--- src/rtl/pqchk_pkg.sv ---
`timescale 1ns/1ps
// pqchk_pkg: shared GF(2^8) helpers for the parity check engine.
// Assumes the field is built on reduction polynomial 0x11d with generator {02}.
package pqchk_pkg;

    localparam logic [7:0] GF_POLY_LOW = 8'h1d;
    localparam int RES_P = 0;
    localparam int RES_Q = 1;

    // Multiply a field element by {02}.
    function automatic logic [7:0] gf_xtime(input logic [7:0] a);
        return {a[6:0], 1'b0} ^ (a[7] ? GF_POLY_LOW : 8'h00);
    endfunction

    // Raise {02} to the power n (constant evaluation for tables).
    function automatic logic [7:0] gf_pow2(input int unsigned n);
        logic [7:0] v;
        v = 8'h01;
        for (int unsigned k = 0; k < n; k++) v = gf_xtime(v);
        return v;
    endfunction

endpackage

--- src/rtl/pqchk_gfmul.sv ---
`timescale 1ns/1ps
// pqchk_gfmul: combinational GF(2^8) multiplier y = a * b.
// Built as a chain of {02} doublings of a, each gated by one bit of b.
// Assumes nothing about the operands; depth is eight XOR stages.
module pqchk_gfmul
    import pqchk_pkg::*;
(
    input  logic [7:0] a,
    input  logic [7:0] b,
    output logic [7:0] y
);
    logic [7:0] dbl [8];
    logic [7:0] acc [9];

    assign dbl[0] = a;
    assign acc[0] = 8'h00;

    generate
        for (genvar k = 0; k < 8; k++) begin : g_stage
            // partial sum: add a*{02}^k when bit k of b is set
            assign acc[k+1] = acc[k] ^ (b[k] ? dbl[k] : 8'h00);
            if (k < 7) begin : g_dbl
                // next doubling of a
                assign dbl[k+1] = gf_xtime(dbl[k]);
            end
        end
    endgenerate

    assign y = acc[8];
endmodule

--- src/rtl/pqchk_coef.sv ---
`timescale 1ns/1ps
// pqchk_coef: selects the coefficient of the current source.
// Syndrome mode yields {02}^idx from a constant table; weighted mode yields
// byte idx of the captured coefficient vector. Assumes idx < ENG_SRC.
module pqchk_coef
    import pqchk_pkg::*;
#(
    parameter int ENG_SRC = 16,
    parameter int IDX_W   = $clog2(ENG_SRC)
) (
    input  logic [IDX_W-1:0]     idx,
    input  logic                 syn,
    input  logic [ENG_SRC*8-1:0] coef_vec,
    output logic [7:0]           coef
);
    logic [7:0] pow_tab [ENG_SRC];

    generate
        for (genvar i = 0; i < ENG_SRC; i++) begin : g_pow
            // constant syndrome weight of source i
            assign pow_tab[i] = gf_pow2(i);
        end
    endgenerate

    // pick the weight of source idx for the active mode
    always_comb begin
        coef = 8'h00;
        for (int i = 0; i < ENG_SRC; i++) begin
            if (idx == IDX_W'(i)) coef = syn ? pow_tab[i] : coef_vec[i*8 +: 8];
        end
    end
endmodule

--- src/rtl/pqchk_admit.sv ---
`timescale 1ns/1ps
// pqchk_admit: decides whether a request can be run.
// Accepts 2..ENG_SRC-2 sources, at least one parity, a nonzero column count,
// and no active source marked as the shared zero block.
module pqchk_admit #(
    parameter int ENG_SRC = 16,
    parameter int CNT_W   = $clog2(ENG_SRC + 1),
    parameter int LEN_W   = 12
) (
    input  logic [CNT_W-1:0]   nsrc,
    input  logic [LEN_W-1:0]   len,
    input  logic               p_en,
    input  logic               q_en,
    input  logic [ENG_SRC-1:0] zero_mask,
    output logic               ok
);
    localparam int MIN_DATA = 2;
    localparam int MAX_DATA = ENG_SRC - 2;

    logic zero_hit;

    // any zero-block mark on a source that takes part in this check
    always_comb begin
        zero_hit = 1'b0;
        for (int i = 0; i < ENG_SRC; i++) begin
            if (zero_mask[i] && (CNT_W'(i) < nsrc)) zero_hit = 1'b1;
        end
    end

    // all admission conditions together
    always_comb begin
        ok = (nsrc >= CNT_W'(MIN_DATA)) && (nsrc <= CNT_W'(MAX_DATA)) &&
             (p_en || q_en) && (len != '0) && !zero_hit;
    end
endmodule

--- src/rtl/pqchk_top.sv ---
`timescale 1ns/1ps
// pqchk_top: P/Q parity check engine.
// Takes one source byte per handshake, column by column, recomputes P (XOR)
// and Q (GF-weighted sum) and compares them with the expected bytes given on
// the last source of each column. Mismatch flags are sticky and published at
// done. Assumes ENG_SRC >= 4 and that start is held for a single cycle.
module pqchk_top
    import pqchk_pkg::*;
#(
    parameter int ENG_SRC = 16,
    parameter int LEN_W   = 12,
    parameter int CNT_W   = $clog2(ENG_SRC + 1),
    parameter int IDX_W   = $clog2(ENG_SRC)
) (
    input  logic                 clk,
    input  logic                 rst_n,
    input  logic                 start,
    input  logic [CNT_W-1:0]     cfg_nsrc,
    input  logic [LEN_W-1:0]     cfg_len,
    input  logic                 cfg_p_en,
    input  logic                 cfg_q_en,
    input  logic                 cfg_syn,
    input  logic [ENG_SRC*8-1:0] cfg_coef,
    input  logic [ENG_SRC-1:0]   cfg_zero_mask,
    input  logic                 src_valid,
    output logic                 src_ready,
    input  logic [7:0]           src_data,
    input  logic [7:0]           exp_p,
    input  logic [7:0]           exp_q,
    output logic                 done,
    output logic                 err,
    output logic [1:0]           result
);
    // captured request
    logic                 busy;
    logic [CNT_W-1:0]     nsrc_q;
    logic [LEN_W-1:0]     len_q;
    logic                 p_en_q, q_en_q, syn_q;
    logic [ENG_SRC*8-1:0] coef_q;
    // progress and accumulation
    logic [IDX_W-1:0]     idx_q;
    logic [LEN_W-1:0]     col_q;
    logic [7:0]           p_acc, q_acc;
    logic                 p_mis, q_mis;

    logic       admit_ok, start_acc, beat, last_src, last_col;
    logic [7:0] coef_cur, prod, p_next, q_next;
    logic       col_p_bad, col_q_bad;

    pqchk_admit #(.ENG_SRC(ENG_SRC), .CNT_W(CNT_W), .LEN_W(LEN_W)) u_admit (
        .nsrc(cfg_nsrc), .len(cfg_len), .p_en(cfg_p_en), .q_en(cfg_q_en),
        .zero_mask(cfg_zero_mask), .ok(admit_ok)
    );

    pqchk_coef #(.ENG_SRC(ENG_SRC), .IDX_W(IDX_W)) u_coef (
        .idx(idx_q), .syn(syn_q), .coef_vec(coef_q), .coef(coef_cur)
    );

    pqchk_gfmul u_mul (.a(src_data), .b(coef_cur), .y(prod));

    // handshake and position decode
    always_comb begin
        src_ready = busy;
        start_acc = start && !busy;
        beat      = src_valid && busy;
        last_src  = (CNT_W'(idx_q) + CNT_W'(1)) == nsrc_q;
        last_col  = (col_q + LEN_W'(1)) == len_q;
    end

    // column parity including the byte on the bus, and its comparison
    always_comb begin
        p_next    = p_acc ^ src_data;
        q_next    = q_acc ^ prod;
        col_p_bad = p_en_q && (p_next != exp_p);
        col_q_bad = q_en_q && (q_next != exp_q);
    end

    // request capture, refusal and run control
    always_ff @(posedge clk) begin
        if (!rst_n) begin
            busy   <= 1'b0;
            nsrc_q <= '0;
            len_q  <= '0;
            p_en_q <= 1'b0;
            q_en_q <= 1'b0;
            syn_q  <= 1'b0;
            coef_q <= '0;
            done   <= 1'b0;
            err    <= 1'b0;
        end else begin
            done <= 1'b0;
            if (start_acc) begin
                nsrc_q <= cfg_nsrc;
                len_q  <= cfg_len;
                p_en_q <= cfg_p_en;
                q_en_q <= cfg_q_en;
                syn_q  <= cfg_syn;
                coef_q <= cfg_coef;
                if (admit_ok) begin
                    busy <= 1'b1;
                    err  <= 1'b0;
                end else begin
                    done <= 1'b1;
                    err  <= 1'b1;
                end
            end else if (beat && last_src && last_col) begin
                busy <= 1'b0;
                done <= 1'b1;
            end
        end
    end

    // byte accumulation, column stepping and sticky mismatch flags
    always_ff @(posedge clk) begin
        if (!rst_n) begin
            idx_q  <= '0;
            col_q  <= '0;
            p_acc  <= 8'h00;
            q_acc  <= 8'h00;
            p_mis  <= 1'b0;
            q_mis  <= 1'b0;
            result <= 2'b00;
        end else if (start_acc) begin
            idx_q  <= '0;
            col_q  <= '0;
            p_acc  <= 8'h00;
            q_acc  <= 8'h00;
            p_mis  <= 1'b0;
            q_mis  <= 1'b0;
            result <= 2'b00;
        end else if (beat) begin
            if (last_src) begin
                idx_q <= '0;
                p_acc <= 8'h00;
                q_acc <= 8'h00;
                p_mis <= p_mis | col_p_bad;
                q_mis <= q_mis | col_q_bad;
                if (last_col) begin
                    result[RES_P] <= p_mis | col_p_bad;
                    result[RES_Q] <= q_mis | col_q_bad;
                end else begin
                    col_q <= col_q + LEN_W'(1);
                end
            end else begin
                idx_q <= idx_q + IDX_W'(1);
                p_acc <= p_next;
                q_acc <= q_next;
            end
        end
    end


    clear_on_start_chk: assert property (@(posedge clk) disable iff (!rst_n)
        start_acc |=> (result == 2'b00));


    result_moves_at_done_chk: assert property (@(posedge clk) disable iff (!rst_n)
        (result != $past(result)) |-> (done || $past(start_acc)));


    absent_p_quiet_chk: assert property (@(posedge clk) disable iff (!rst_n)
        (done && !err && !p_en_q) |-> !result[RES_P]);


    absent_q_quiet_chk: assert property (@(posedge clk) disable iff (!rst_n)
        (done && !err && !q_en_q) |-> !result[RES_Q]);


    count_in_range_chk: assert property (@(posedge clk) disable iff (!rst_n)
        (done && !err) |-> (nsrc_q >= CNT_W'(2) && nsrc_q <= CNT_W'(ENG_SRC - 2)));


    finish_after_beat_chk: assert property (@(posedge clk) disable iff (!rst_n)
        (done && !err) |-> $past(src_valid && src_ready));


    busy_keeps_cfg_chk: assert property (@(posedge clk) disable iff (!rst_n)
        (busy && start) |=> ($stable(nsrc_q) && $stable(len_q)));


    refusal_signals_done_chk: assert property (@(posedge clk) disable iff (!rst_n)
        $rose(err) |-> (done && !src_ready));
endmodule

--- config.mk ---
export PLATFORM = sky130hd
export DESIGN_NAME = pqchk_top
export DESIGN_NICKNAME = d
export VERILOG_FILES = /design/src/rtl/pqchk_pkg.sv /design/src/rtl/pqchk_gfmul.sv /design/src/rtl/pqchk_coef.sv /design/src/rtl/pqchk_admit.sv /design/src/rtl/pqchk_top.sv
export SDC_FILE = /design/constraint.sdc
export NUM_CORES = 1
export LEC_CHECK = 0
export ABC_AREA = 1
export BUFFER_PORTS_ARGS = -buffer_cell sky130_fd_sc_hd__buf_2
export CAP_MARGIN = 10
export CELL_PAD_IN_SITES_DETAIL_PLACEMENT = 1
export CELL_PAD_IN_SITES_GLOBAL_PLACEMENT = 1
export CORE_MARGIN = 2
export CORE_UTILIZATION = 35
export CTS_BUF_LIST = sky130_fd_sc_hd__clkbuf_8
export DETAILED_ROUTE_END_ITERATION = 10
export MAX_ROUTING_LAYER = met4
export PLACE_DENSITY_LB_ADDON = 0.12
export SLEW_MARGIN = 40
export SYNTH_ARGS = -nofsm -noshare
export SYNTH_HDL_FRONTEND = slang
export SYNTH_SLANG_ARGS = --single-unit
--- constraint.sdc ---
create_clock -name clk -period 3 [get_ports clk]
set_input_delay 0.45 -clock clk [delete_from_list [all_inputs] [get_ports clk]]
set_output_delay 0.45 -clock clk [all_outputs]
set_load 0.01 [all_outputs]
# Yosys cells after proc, flatten, opt, wreduce, memory -nomap -nowiden
# Cells that the tools add are included.
# totals
out_inout_bits	5
inputBits	192
regBits	187
elab_cells	186
# op_classes
reduce_logical	37
addsub	3
n_lt_le_gt_ge	18
bitwise	20
n_eq_ne	20
muxes	72
# op_table
operator	n
$mux 8	42
$xor 8x8->8	16
$lt 4x5->1 const A	8
$mux 5	7
$eq 4x4->1 const B	8
$logic_and 1x1->1	26
$mux 1	22
$lt 3x5->1 const A	4
$eq 4x3->1 const B	4
$ne 8x8->1	2
$add 12x1->12 const B	1
$eq 12x12->1	1
$reduce_bool 12->1	1
$lt 1x5->1 const A	2
$lt 2x5->1 const A	2
$eq 4x2->1 const B	2
$reduce_and 3->1	2
$add 4x1->5 const B	1
$eq 5x5->1	1
$ge 5x2->1 const B	1
$le 5x4->1 const B	1
$add 4x1->4 const B	1
$eq 4x1->1 const B	1
$logic_not 4->1	1
9 further kinds	13

# Logic depth before layout (Yosys ltp)
# Gate-level depths: netlist of run 1.
# logic_depth
word_depth	29
mapped_depth	43
depth_no_buf	43

# Modules after synthesis
# A second synthesis of run 1 with hierarchy kept.
# unflattened
hier_cells	1760
hier_area_um2	10938.0
# by_module_without_submodules
mod	area_each_um2	cells_each	instances	seq_area_each_um2
pqchk_top	7420.9	1007	1	3743.6
pqchk_gfmul	1775.5	357	1	0.0
pqchk_coef	1436.4	323	1	0.0
pqchk_admit	305.3	73	1	0.0

# Worst setup path after synthesis of run 1
# OpenSTA, ideal clock, no wires.
# synth_path
path_kind	register to register
from	reg idx_q[1]
to	reg result[1]
path_buffers	2
setup_slack_ns	-0.265
t_required_ns	2.878
synth_period_minus_slack_ns	3.265
setup_ns	0.122
t_arrival_ns	3.143
path_stages_with_launch	43
path_cell_list	dfxtp_1 inv_1 ha_1 buf_4 inv_1 nand4_1 nand3_1 nand2_1 nand2_1 nand2_1 nand2_1 nand2_1 nand2_1 nand2_1 nand2_1 nand2_1 nand4_1 nand2_1 [... 7 more ...] nand2_1 nand2_2 buf_6 nand2_1 nand2_1 nand2_1 nand2_1 nand2_1 nand2_1 nand2_1 nand2_1 nand2_1 nand2_1 nand3_1 nor2_1 nand2_2 nand2_1 a21oi_2
# synth_between
elab_chain_cells	29
word_cells_on_any_way	54
classes_between	add/sub: 1; eq/ne: 17; mux: 24; bitwise: 9; reduce/logical: 3
# synth_rtl
item	line_no	rtl
start, declared	pqchk_top.sv:41	logic [IDX_W-1:0] idx_q;
start signal, assigned	pqchk_top.sv:145	idx_q <= idx_q + IDX_W'(1);
$logic_not 4->1	pqchk_coef.sv:29	if (idx == IDX_W'(i)) coef = syn ? pow_tab[i] : coef_vec[i*8 +: 8];
$mux 8 (16 in a row)	pqchk_coef.sv:29	
$mux 8	pqchk_gfmul.sv:21	assign acc[k+1] = acc[k] ^ (b[k] ? dbl[k] : 8'h00);
$xor 8x8->8 (7 in a row)	pqchk_gfmul.sv:21	
$xor 8x8->8	pqchk_top.sv:73	q_next = q_acc ^ prod;
$ne 8x8->1	pqchk_top.sv:75	col_q_bad = q_en_q && (q_next != exp_q);
$logic_and 1x1->1	pqchk_top.sv:75	
$or 1x1->1	pqchk_top.sv:140	result[RES_Q] <= q_mis | col_q_bad;
end signal, assigned by index	pqchk_top.sv:139	result[RES_P] <= p_mis | col_p_bad;
end signal, assigned by index	pqchk_top.sv:140	
end, declared	pqchk_top.sv:32	output logic [1:0] result
# Parallel ways exist; a longest one is shown, timed or not.
# A chain may end at the register's enable or synchronous reset.

# Worst setup path after layout of run 1
# layout_path
from	reg idx_q[1]
to	reg q_mis
# layout_between
elab_chain_cells	29
word_cells_on_any_way	54
classes_between	add/sub: 1; eq/ne: 17; mux: 24; bitwise: 9; reduce/logical: 3
# layout_rtl
item	line_no	rtl
$logic_not 4->1	pqchk_coef.sv:29	
$mux 8 (16 in a row)	pqchk_coef.sv:29	
$mux 8	pqchk_gfmul.sv:21	
$xor 8x8->8 (7 in a row)	pqchk_gfmul.sv:21	
$xor 8x8->8	pqchk_top.sv:73	
$ne 8x8->1	pqchk_top.sv:75	
$logic_and 1x1->1	pqchk_top.sv:75	
$or 1x1->1	pqchk_top.sv:137	q_mis <= q_mis | col_q_bad;
end signal, assigned	pqchk_top.sv:137	
end, declared	pqchk_top.sv:44	logic p_mis, q_mis;
# Parallel ways exist; a longest one is shown, timed or not.

==> results by group, run 1 <==
Detailed routing
  – Vias/cell: 4.98
  – Initial DRC Count: roughly 680
  – Vias: around 12000
  – Drt pass-1 iters: 5
  – DRT antenna net count: 0
  – Remaining DRCs: 0
  – Drt wl/cell: ~16 microns
  – Final wirelength: between 30 and 40 mm

Layout
  – Nets: 2228
  – Layout fillers: ~4000
  – Register area: around 3800 sq um
  – Share of cells above drive strength 1: approximately 29%
  – Layout area overhead: 33.2%
  – Cell area after layout: between 10000 and 15000 sq um
  – Multi-input gate area in the final layout: 6830 sq um

Global routing
  – First-pass GRT wire length: ~62 mm
  – Global Route Usage Sum: between 20% and 30%
  – Total gr overflow: 0
  – Largest net degree at the start of global routing: 135
  – Vias in the first global route: between 10000 and 15000
  – Antenna violations before repair: 2

Die
  – Die height: between 150 and 200 microns
  – Die W: around 180 microns
  – Die Area: about 32000 sq um
  – IO Pins: 197
  – Row Count: 64
  – Starting density of the core: between 30% and 40%
  – Core area: between 30000 and 40000 sq um

Clocking
  – Worst-path clk slew: around 0.11 ns
  – CTS sink cnt: between 150 and 200
  – CTS tree: done
  – CTS H-Tree Depth: 4
  – # hold bufs at CTS: 0
  – Num CTS Buffers: 17
  – Worst skew pair latency: just under 0.5 ns
  – Longest Clk Path Bufs: 2
  – Clk root buf: clkbuf_8

Yosys
  – Largest area contributor in the netlist: dfxtp_1
  – Mapped Area: ~11000 sq um
  – Post-synth EDFFs: 0
  – Asr flop ratio synth: 0%
  – Synthesized net count: 1927
  – Yosys top cell area share: 34.8%
  – Top cells by area, synth: dfxtp_1 35%, nand2_1 15%, nor2_1 12%
  – Cells after Synth: approximately 1700
  – Primary FF master, synth: dfxtp_1
  – Synth Register Bits: about 190
  – Yosys warns: 0
  – Unique masters post-synth: 40
  – Mean post-synth cell area: 6.22 sq um
  – Most frequent cell after synthesis: nand2_1
  – Commonest cells post-synth: 433 x nand2_1, 353 x nor2_1, 187 x dfxtp_1, 179 x o21ai_0, 132 x inv_1
  – Register area share after synthesis: 34.8%

Placement
  – GP Congestion: 0.919
  – Dpl cell area: 13100 sq um
  – IO buf count: around 200
  – DP Wirelength: between 20 and 30 mm

STA
  – Fin crit share: 130%
  – Slew Viols, Final: 0
  – RSZ-0062 raised after global routing: true
  – Slew HR: around three fifths
  – Slew at the pin with the worst max-slew slack: around 0.6 ns
  – Min Tclk post-route: roughly 4 ns
  – Fmax achieved: 0.256 GHz
  – Final setup fails: 10
  – Clk_skew: around 0.015 ns
  – Fin. Hold Viols: 0
  – Post-route worst setup slack: -0.913 ns

Run status
  – Status: complete, but fails checks
  – Violations in the final reports: negative setup slack

Hold path
  – Worst Hold Class: in2reg
  – Worst hold path depth: 3

Critical path
  – CP max stage cell: dfxtp_4
  – Req. time, crit path: between 3 and 4 ns
  – Worst EP arrival: 4.28 ns
  – CP dominant cell by count: nand2_1
  – Crit. path cell count: 39
  – Slowest stage delay, CP: 0.38 ns
  – CP top delay family: simple AND/OR/NAND/NOR gates
  – Reg-to-reg setup timing slack: -0.91 ns
  – Worst reg2reg path depth: 39
  – Worst Path Max Fanout: 7
  – Crit. End Element: register
  – Worst Setup Start Kind: register
  – CP Class: reg2reg
  – Worst path buffer plus inverter count: 7

Power
  – Leak pwr: 6.85 nW
  – Total power: between 5 and 6 mW
  – Worst vdd ir: ~0.00027 V
  – Pwr per Cell Area: 407 nW/um^2

Flow run
  – Max Cap Viol: 0
cell families after synthesis:
logic type | after synthesis | synth area share [%]
AND/OR/NAND/NOR | 974 | 37.6
flip-flops | 187 | 34.8
buffers and inverters | 220 | 8.19
XOR/XNOR | 60 | 5.02
adder cells (fa/ha/maj) | 5 | 0.581
AO/OA/AOI/OAI | 284 | 13.8
path summary, 6_finish.rpt:
kind / start / to
hold / removal: cfg_coef[98] / coef_q[98]
setup / recovery: idx_q[1] / q_mis
hold reg to reg: p_en_q / p_en_q
setup reg to reg: idx_q[1] / q_mis
sequential cells by signal (all words and copies together) (netlist names):
register,count
err,1
p_en_q,1
done,1
q_en_q,1
result,2
syn_q,1
src_ready,1
coef_q,128
p_acc,8
p_mis,1
nsrc_q,5
col_q,12
idx_q,4
q_acc,8
len_q,12
q_mis,1
where the power goes:
| group | switching (mW) | leakage (nW) | internal, mW |
|---|---|---|---|
| combinational | 0.829 | 5.12 | 0.549 |
| clock | 1.07 | 0.187 | 0.685 |
| sequential | 0.0858 | 1.55 | 2.62 |
| total | 1.98 | 6.85 | 3.85 |
per-layer routing:
| layer | GRT usage, % | wire length (microns) |
|---|---|---|
| met5 | - | 0 |
| met4 | 4.50 | 371 |
| met3 | 2.93 | 1600 |
| met2 | 39.9 | 18300 |
| met1 | 35.0 | 19700 |
worst register-to-register path: cells and delay by family, from the launching register on:
| family | cells | cell delay [ns] |
|---|---|---|
| AOI/OAI and AO/OA | 2 | 0.17 |
| adders and majority gates | 1 | 0.16 |
| buffers and inverters | 7 | 0.85 |
| DFF | 1 | 0.38 |
| and+or+nand+nor | 29 | 2.26 |
repair_timing:
item / 4_1_cts / 5_1_grt
pin swaps: 49 / 65
endpoints found under the hold margin: 0 / 0
gates cloned: 2 / 3
setup endpoints to repair: 10 / 25
buffers inserted: 13 / 7
resized for setup: 87 / 100
cells in the final DEF (no fill, tap or decap), types with 7 or more instances in the layout:
master,instances
a21oi_1,74
a21oi_2,10
buf_12,8
buf_2,195
buf_4,134
buf_6,13
clkbuf_8,17
clkinvlp_4,7
dfxtp_1,181
inv_1,124
inv_2,16
inv_6,7
nand2_1,364
nand2_2,66
nand2_4,16
nand3_1,88
nand3_2,34
nand3b_1,11
nand4_1,9
nor2_1,342
nor2_2,12
nor2_4,13
o21ai_0,177
xnor2_1,15
xor2_1,42
area by class of cell:
type | count | area share, %
Inverter | 147 | 3.99
Clock buffer | 17 | 1.63
Sequential cell | 187 | 26.2
Antenna cell | 2 | 0.0349
Multi-Input combinational cell | 1327 | 47.6
Timing Repair Buffer | 350 | 16.0
Tap cell | 396 | 3.46
Timing Repair inverter | 1 | 0.0524
Clock inverter | 15 | 1.06
metrics by stage:
step / cells / hold WS, ns / setup slack, ns / setup TNS (ns) / utilization, %
2_1_floorplan: 1730 / 0.419 / -0.134 / -0.267 / -
3_3_place_gp: 2384 / 0.441 / -0.914 / -5.73 / 42.9
3_5_place_dp: 2384 / 0.457 / -1.02 / -6.57 / 42.9
4_1_cts: 2430 / 0.152 / -0.883 / -5.67 / 45.6
5_1_grt: 2442 / 0.160 / -1.26 / -11.93 / 47.1
6_report: 2442 / 0.180 / -0.913 / -5.80 / 47.1
(Power assumes the default switching activity.)
==> run 2: changes to the inputs <==
--- a/config.mk
+++ b/config.mk
@@ -11,5 +11,4 @@
 export CELL_PAD_IN_SITES_DETAIL_PLACEMENT = 1
 export CELL_PAD_IN_SITES_GLOBAL_PLACEMENT = 1
-export CORE_MARGIN = 2
 export CORE_UTILIZATION = 35
 export CTS_BUF_LIST = sky130_fd_sc_hd__clkbuf_8
==> constraint.sdc (replaced) <==
create_clock -name clk -period 4.6 [get_ports clk]
set_input_delay 0.69 -clock clk [delete_from_list [all_inputs] [get_ports clk]]
set_output_delay 0.69 -clock clk [all_outputs]
set_load 0.02 [all_outputs]
==> run 2 against run 1 <==
- the flow now finishes without violations
- clock power down 37%
- count of clock-buffer cells in the layout increased by 3
- largest power group unchanged
- critical path type unchanged
- first-iteration DRC count is 26% lower
- non-clock buffer count is 137 lower
- register-to-register slack improved by 1.4 ns
- worst hold slack better by 0.23 ns
- sequential power is 35% lower
- design area shrank 13%
- global-route usage down 1.3 points
- highest routed layer unchanged
- flip-flop and latch count unchanged
- clock skew increased by 0.0066 ns
==> results by group, run 2 (synthesis gave the netlist of run 1 again) <==
STA
  – Final setup fails: 0
  – Fmax achieved: 0.245 GHz
  – Slew HR: a little under half
  – Post-route worst setup slack: 0.510 ns
  – Slew at the pin with the worst max-slew slack: between 0.7 and 0.8 ns
  – Fin. Hold Viols: 0
  – Min Tclk post-route: a little over 4 ns
  – Fin crit share: approximately nine tenths
  – Clk_skew: between 0.02 and 0.025 ns
  – RSZ-0062 raised after global routing: false
  – Slew Viols, Final: 0
  – Setup_tns: 0 ns

Placement
  – Pre-CTS setup slack: about 0.18 ns
  – GP Congestion: 0.877
  – DP Wirelength: ~27 mm
  – IO buf count: 196

Die
  – Core area: 30000 sq um
  – Starting density of the core: between 30% and 40%
  – Die height: 177 microns
  – IO Pins: roughly 200
  – Die W: about 180 microns
  – Die Area: ~31000 sq um
  – Row Count: 63

Detailed routing
  – Drt wl/cell: approximately 16 microns
  – Final wirelength: approximately 36 mm
  – DRT antenna net count: 0
  – Vias/cell: 4.94
  – Remaining DRCs: 0
  – Vias: 11300
  – Drt pass-1 iters: 8
  – Initial DRC Count: roughly 500

Power
  – Pwr per Cell Area: 287 nW/um^2
  – Worst vdd ir: 0.000166 V
  – NetSw: 1.18 mW
  – Sequential share of power: between 40% and 50%
  – Clock group share of total power: a little under a third
  – Cell Int Power: around 2.4 mW
  – Leak pwr: 5.97 nW
  – Net Sw Frac: 33.1%
  – Gate power share: about 20%
  – Total power: ~3.6 mW

Critical path
  – CP Class: reg2reg
  – Crit. End Element: register
  – CP max stage cell: xor3_1
  – Slowest stage delay, CP: approximately 0.48 ns
  – Worst Setup Start Kind: register
  – Worst Path Max Fanout: 9
  – Req. time, crit path: between 4 and 5 ns
  – Worst EP arrival: roughly 4.5 ns
  – Crit. path cell count: 29
  – CP top delay family: simple AND/OR/NAND/NOR gates
  – Worst reg2reg path depth: 29
  – Worst path buffer plus inverter count: 2

Clocking
  – CTS H-Tree Depth: 4
  – Longest Clk Path Bufs: 2
  – Clk root buf: clkbuf_8
  – Worst-path clk slew: 0.11 ns
  – CTS tree: done
  – Worst skew pair latency: ~0.5 ns
  – CTS sink cnt: 187
  – Num CTS Buffers: 17

Global routing
  – First-pass GRT wire length: a little under 60 mm
  – Antenna violations before repair: 0
  – Vias in the first global route: 11400
  – Global Route Usage Sum: 23.9%
  – Total gr overflow: 0
  – Largest net degree at the start of global routing: just over 90

Layout
  – Layout area overhead: 15.8%
  – Share of cells above drive strength 1: approximately 16%
  – Diode count: 0
  – Most common cell after layout, fill and taps aside: nand2_1
  – Layout fillers: 4114
  – Reg with most FFs: coef_q
  – Top flop regs: coef_q (128), col_q (12), len_q (12)
  – Max reg flops: about 130
  – Most frequent cells in the layout: 431 x nand2_1, 350 x nor2_1, 195 x buf_2
  – Nets: ~2100

Hold path
  – Worst hold path depth: 3
  – Worst Hold Class: in2reg

Run status
  – Status: finished, final reports clean

Flow run
  – Max Cap Viol: 0
==> run 2: layout make-up <==
type	instances	area (sq um)	area share, %
clock buffers	20	275	2.21
well taps	390	488	3.91
repair buffers	213	1120	9.01
flip-flops and latches	187	3750	30.0
multi-input cells	1323	6170	49.5
clock inverters	12	109	0.873
inverters	147	558	4.48
==> run 2: metrics by stage <==
stage / util (%) / hold slack [ns] / instance area (sq um) / instances
floorplan: - / 0.419 / 10800 / 1730
global placement: 40.2 / 0.444 / 12000 / 2258
detailed placement: 40.2 / 0.451 / 12100 / 2258
CTS: 41.5 / 0.381 / 12400 / 2290
global route: 41.6 / 0.399 / 12500 / 2292
finish: 41.6 / 0.409 / 12500 / 2292
==> run 2: final timing paths <==
check | startpoint | endpoint | slack, ns
setup / recovery | idx_q[1] | result[1] | 0.51
hold / removal | cfg_coef[85] | coef_q[85] | 0.41
setup reg to reg | idx_q[1] | result[1] | 0.51
hold reg to reg | coef_q[125] | coef_q[125] | 0.46
==> run 2: repair_timing <==
action                                 in CTS  in global routing
setup buffers                               0                  2
hold buffers                                0                  0
endpoints found under the hold margin       0                  0
gates resized for setup                     0                  6
setup endpoints to repair                   0                  2
==> run 2: per-layer routing <==
layer | part of all wire (%) | global-route usage, % | wire [microns] | vias up
li1 | - | - | - | 5800
met1 | 52 | 33.4 | 18600 | 5271
met2 | 44 | 36.6 | 15600 | 210
met3 | 3.1 | 2.72 | 1110 | 35
met4 | 1.3 | 5.70 | 471 | 0
met5 | 0 | - | 0 | -
==> run 2: power by group through the flow <==
stage | sequential (mW) | combinational, mW | clock, mW
2_1_floorplan | 1.78 | 0.468 | 0
3_3_place_gp | 1.80 | 0.687 | 0
3_5_place_dp | 1.80 | 0.706 | 0
4_1_cts | 1.76 | 0.711 | 1.14
5_1_grt | 1.77 | 0.804 | 1.20
6_report | 1.76 | 0.706 | 1.11
==> run 2: worst reg2reg max path, delay by kind of cell, from the launching register on <==
kind                       cells  cell delay, ns
and+or+nand+nor               23            2.45
xor gates and xnor gates       1            0.48
DFF                            1            0.36
adders and majority gates      1            0.30
buffers and inverters          2            0.23
AOI/OAI and AO/OA              2            0.17
==> run 3: changes to the inputs <==
Settings changed: PLACE_DENSITY_LB_ADDON 0.12 to 0.1, REMOVE_ABC_BUFFERS from default to 1.
==> run 3 against run 2 <==
- count of clock-buffer cells in the layout stayed put
- die area stayed put
- wire length is 0.58% higher
- via count is 0.72% higher
- first-iteration DRC count is 37% higher
- design area is 0.39% higher
- maximum frequency is 0.91% lower
- sequential share of layout area is 0.12 points lower
- combinational power hardly changed
==> results by group, run 3 (synthesis gave the netlist of run 1 again) <==
Run status
  – Status: finished, final reports clean

Die
  – Die height: around 180 microns
  – Die W: between 150 and 200 microns
  – Row Count: between 60 and 70
  – Die Area: 31500 sq um
  – Starting density of the core: between 30% and 40%
  – Core area: between 20000 and 30000 sq um
  – IO Pins: roughly 200

Clocking
  – CTS H-Tree Depth: 4
  – Longest Clk Path Bufs: 2
  – Clk root buf: clkbuf_8
  – CTS sink cnt: ~190
  – CTS tree: done
  – Worst skew pair latency: 0.49 ns
  – Num CTS Buffers: 17
  – Worst-path clk slew: approximately 0.11 ns

Critical path
  – Worst EP arrival: about 4.5 ns
  – CP max stage cell: dfxtp_1
  – Worst reg2reg path depth: 32
  – CP dominant cell by count: nand2_1
  – Req. time, crit path: ~5 ns
  – Crit. End Element: register
  – Worst Path Max Fanout: 9
  – Slowest stage delay, CP: about 0.37 ns
  – Worst Setup Start Kind: register
  – CP Class: reg2reg

Detailed routing
  – Final wirelength: ~36 mm
  – Drt pass-1 iters: 6
  – Vias/cell: 4.97
  – Vias: roughly 11000
  – Remaining DRCs: 0
  – DRT antenna net count: 0
  – Drt wl/cell: 15.7 microns
  – Initial DRC Count: a little under 700

Flow run
  – Max Cap Viol: 0

Global routing
  – First-pass GRT wire length: between 50 and 60 mm
  – Antenna violations before repair: 0
  – Vias in the first global route: around 11000
  – Total gr overflow: 0
  – Global Route Usage Sum: around a quarter
  – Largest net degree at the start of global routing: 100

Layout
  – Reg with most FFs: coef_q
  – Cell area after layout: 12500 sq um
  – Diode count: 0
  – Multi-input gate area in the final layout: 6190 sq um
  – Most common cell after layout, fill and taps aside: nand2_1
  – Max reg flops: between 100 and 150
  – Register area: 3750 sq um
  – Layout area overhead: 16.3%
  – Top flop regs: coef_q (128), col_q (12), len_q (12)
  – Final design utilization: a little over two fifths
  – Fin cells: 2294
  – Most frequent cells in the layout: 430 x nand2_1, 348 x nor2_1, 195 x buf_2
  – Share of cells above drive strength 1: 16.4%
  – Nets: 2088
  – Layout fillers: just over 4000

STA
  – Fin. Hold Viols: 0
  – Slew Viols, Final: 0
  – Min Hold Slack: between 0.4 and 0.5 ns
  – Post-route worst setup slack: between 0.4 and 0.5 ns
  – Slew HR: between 40% and 50%
  – Fmax achieved: between 0.2 and 0.25 GHz
  – Slew at the pin with the worst max-slew slack: 0.751 ns
  – Clk_skew: around 0.015 ns
  – Final setup fails: 0
  – Setup_tns: 0 ns
  – Min Tclk post-route: 4.13 ns
  – RSZ-0062 raised after global routing: false
  – Fin crit share: approximately nine tenths

Placement
  – IO buf count: about 200
  – Placed Cells: ~2300
  – DP Wirelength: 27.0 mm
  – Dpl cell area: between 10000 and 15000 sq um
  – GP Congestion: about 0.85
  – Pre-CTS setup slack: 0.136 ns

Power
  – Pwr per Cell Area: about 290 nW/um^2
  – Leak pwr: about 6 nW
  – Worst vdd ir: around 0.00015 V
  – Total power: between 3 and 4 mW

Hold path
  – Worst Hold Class: in2reg
  – Worst hold path depth: 3
[run 3: area by class of cell]
type | instances | share of cell area, %
multi-input combinational | 1323 | 49.5
sequential | 187 | 29.9
timing repair buffer | 215 | 9.03
inverter | 147 | 4.48
tap | 390 | 3.90
clock buffer | 20 | 2.20
clock inverter | 12 | 1.01
[run 3: power breakdown]
part	internal, mW	switching, mW	leakage (nW)
Combinational	0.250	0.457	4.24
Sequential	1.71	0.0525	1.55
Clock	0.445	0.689	0.207
Total	2.40	1.20	5.99
[run 3: timing repair]
item	CTS	global route
hold buffers	0	0
gates resized for setup	0	11
endpoints found under the setup margin	0	3
hold endpoints to repair	0	0
buffers inserted	0	2
[run 3: path summary, 6_finish.rpt]
path                 from    endpoint  slack (ns)
max              idx_q[1]       q_mis        0.47
min          cfg_coef[16]  coef_q[16]        0.41
max reg2reg      idx_q[1]       q_mis        0.47
min reg2reg        p_en_q      p_en_q        0.47
[run 3: critical path, delay by kind of cell (launching register included)]
family	cells	cell delay (ns)
AND/OR/NAND/NOR	26	2.70
flip-flops	1	0.37
buffers and inverters	2	0.33
XOR/XNOR	1	0.23
adder cells (fa/ha/maj)	1	0.21
AO/OA/AOI/OAI	2	0.18
[run 3: layer usage]
layer	track usage [%]	wire length, microns
met1	32.7	18100
met2	37.9	16500
met3	2.70	1110
met4	4.13	268
met5	-	0
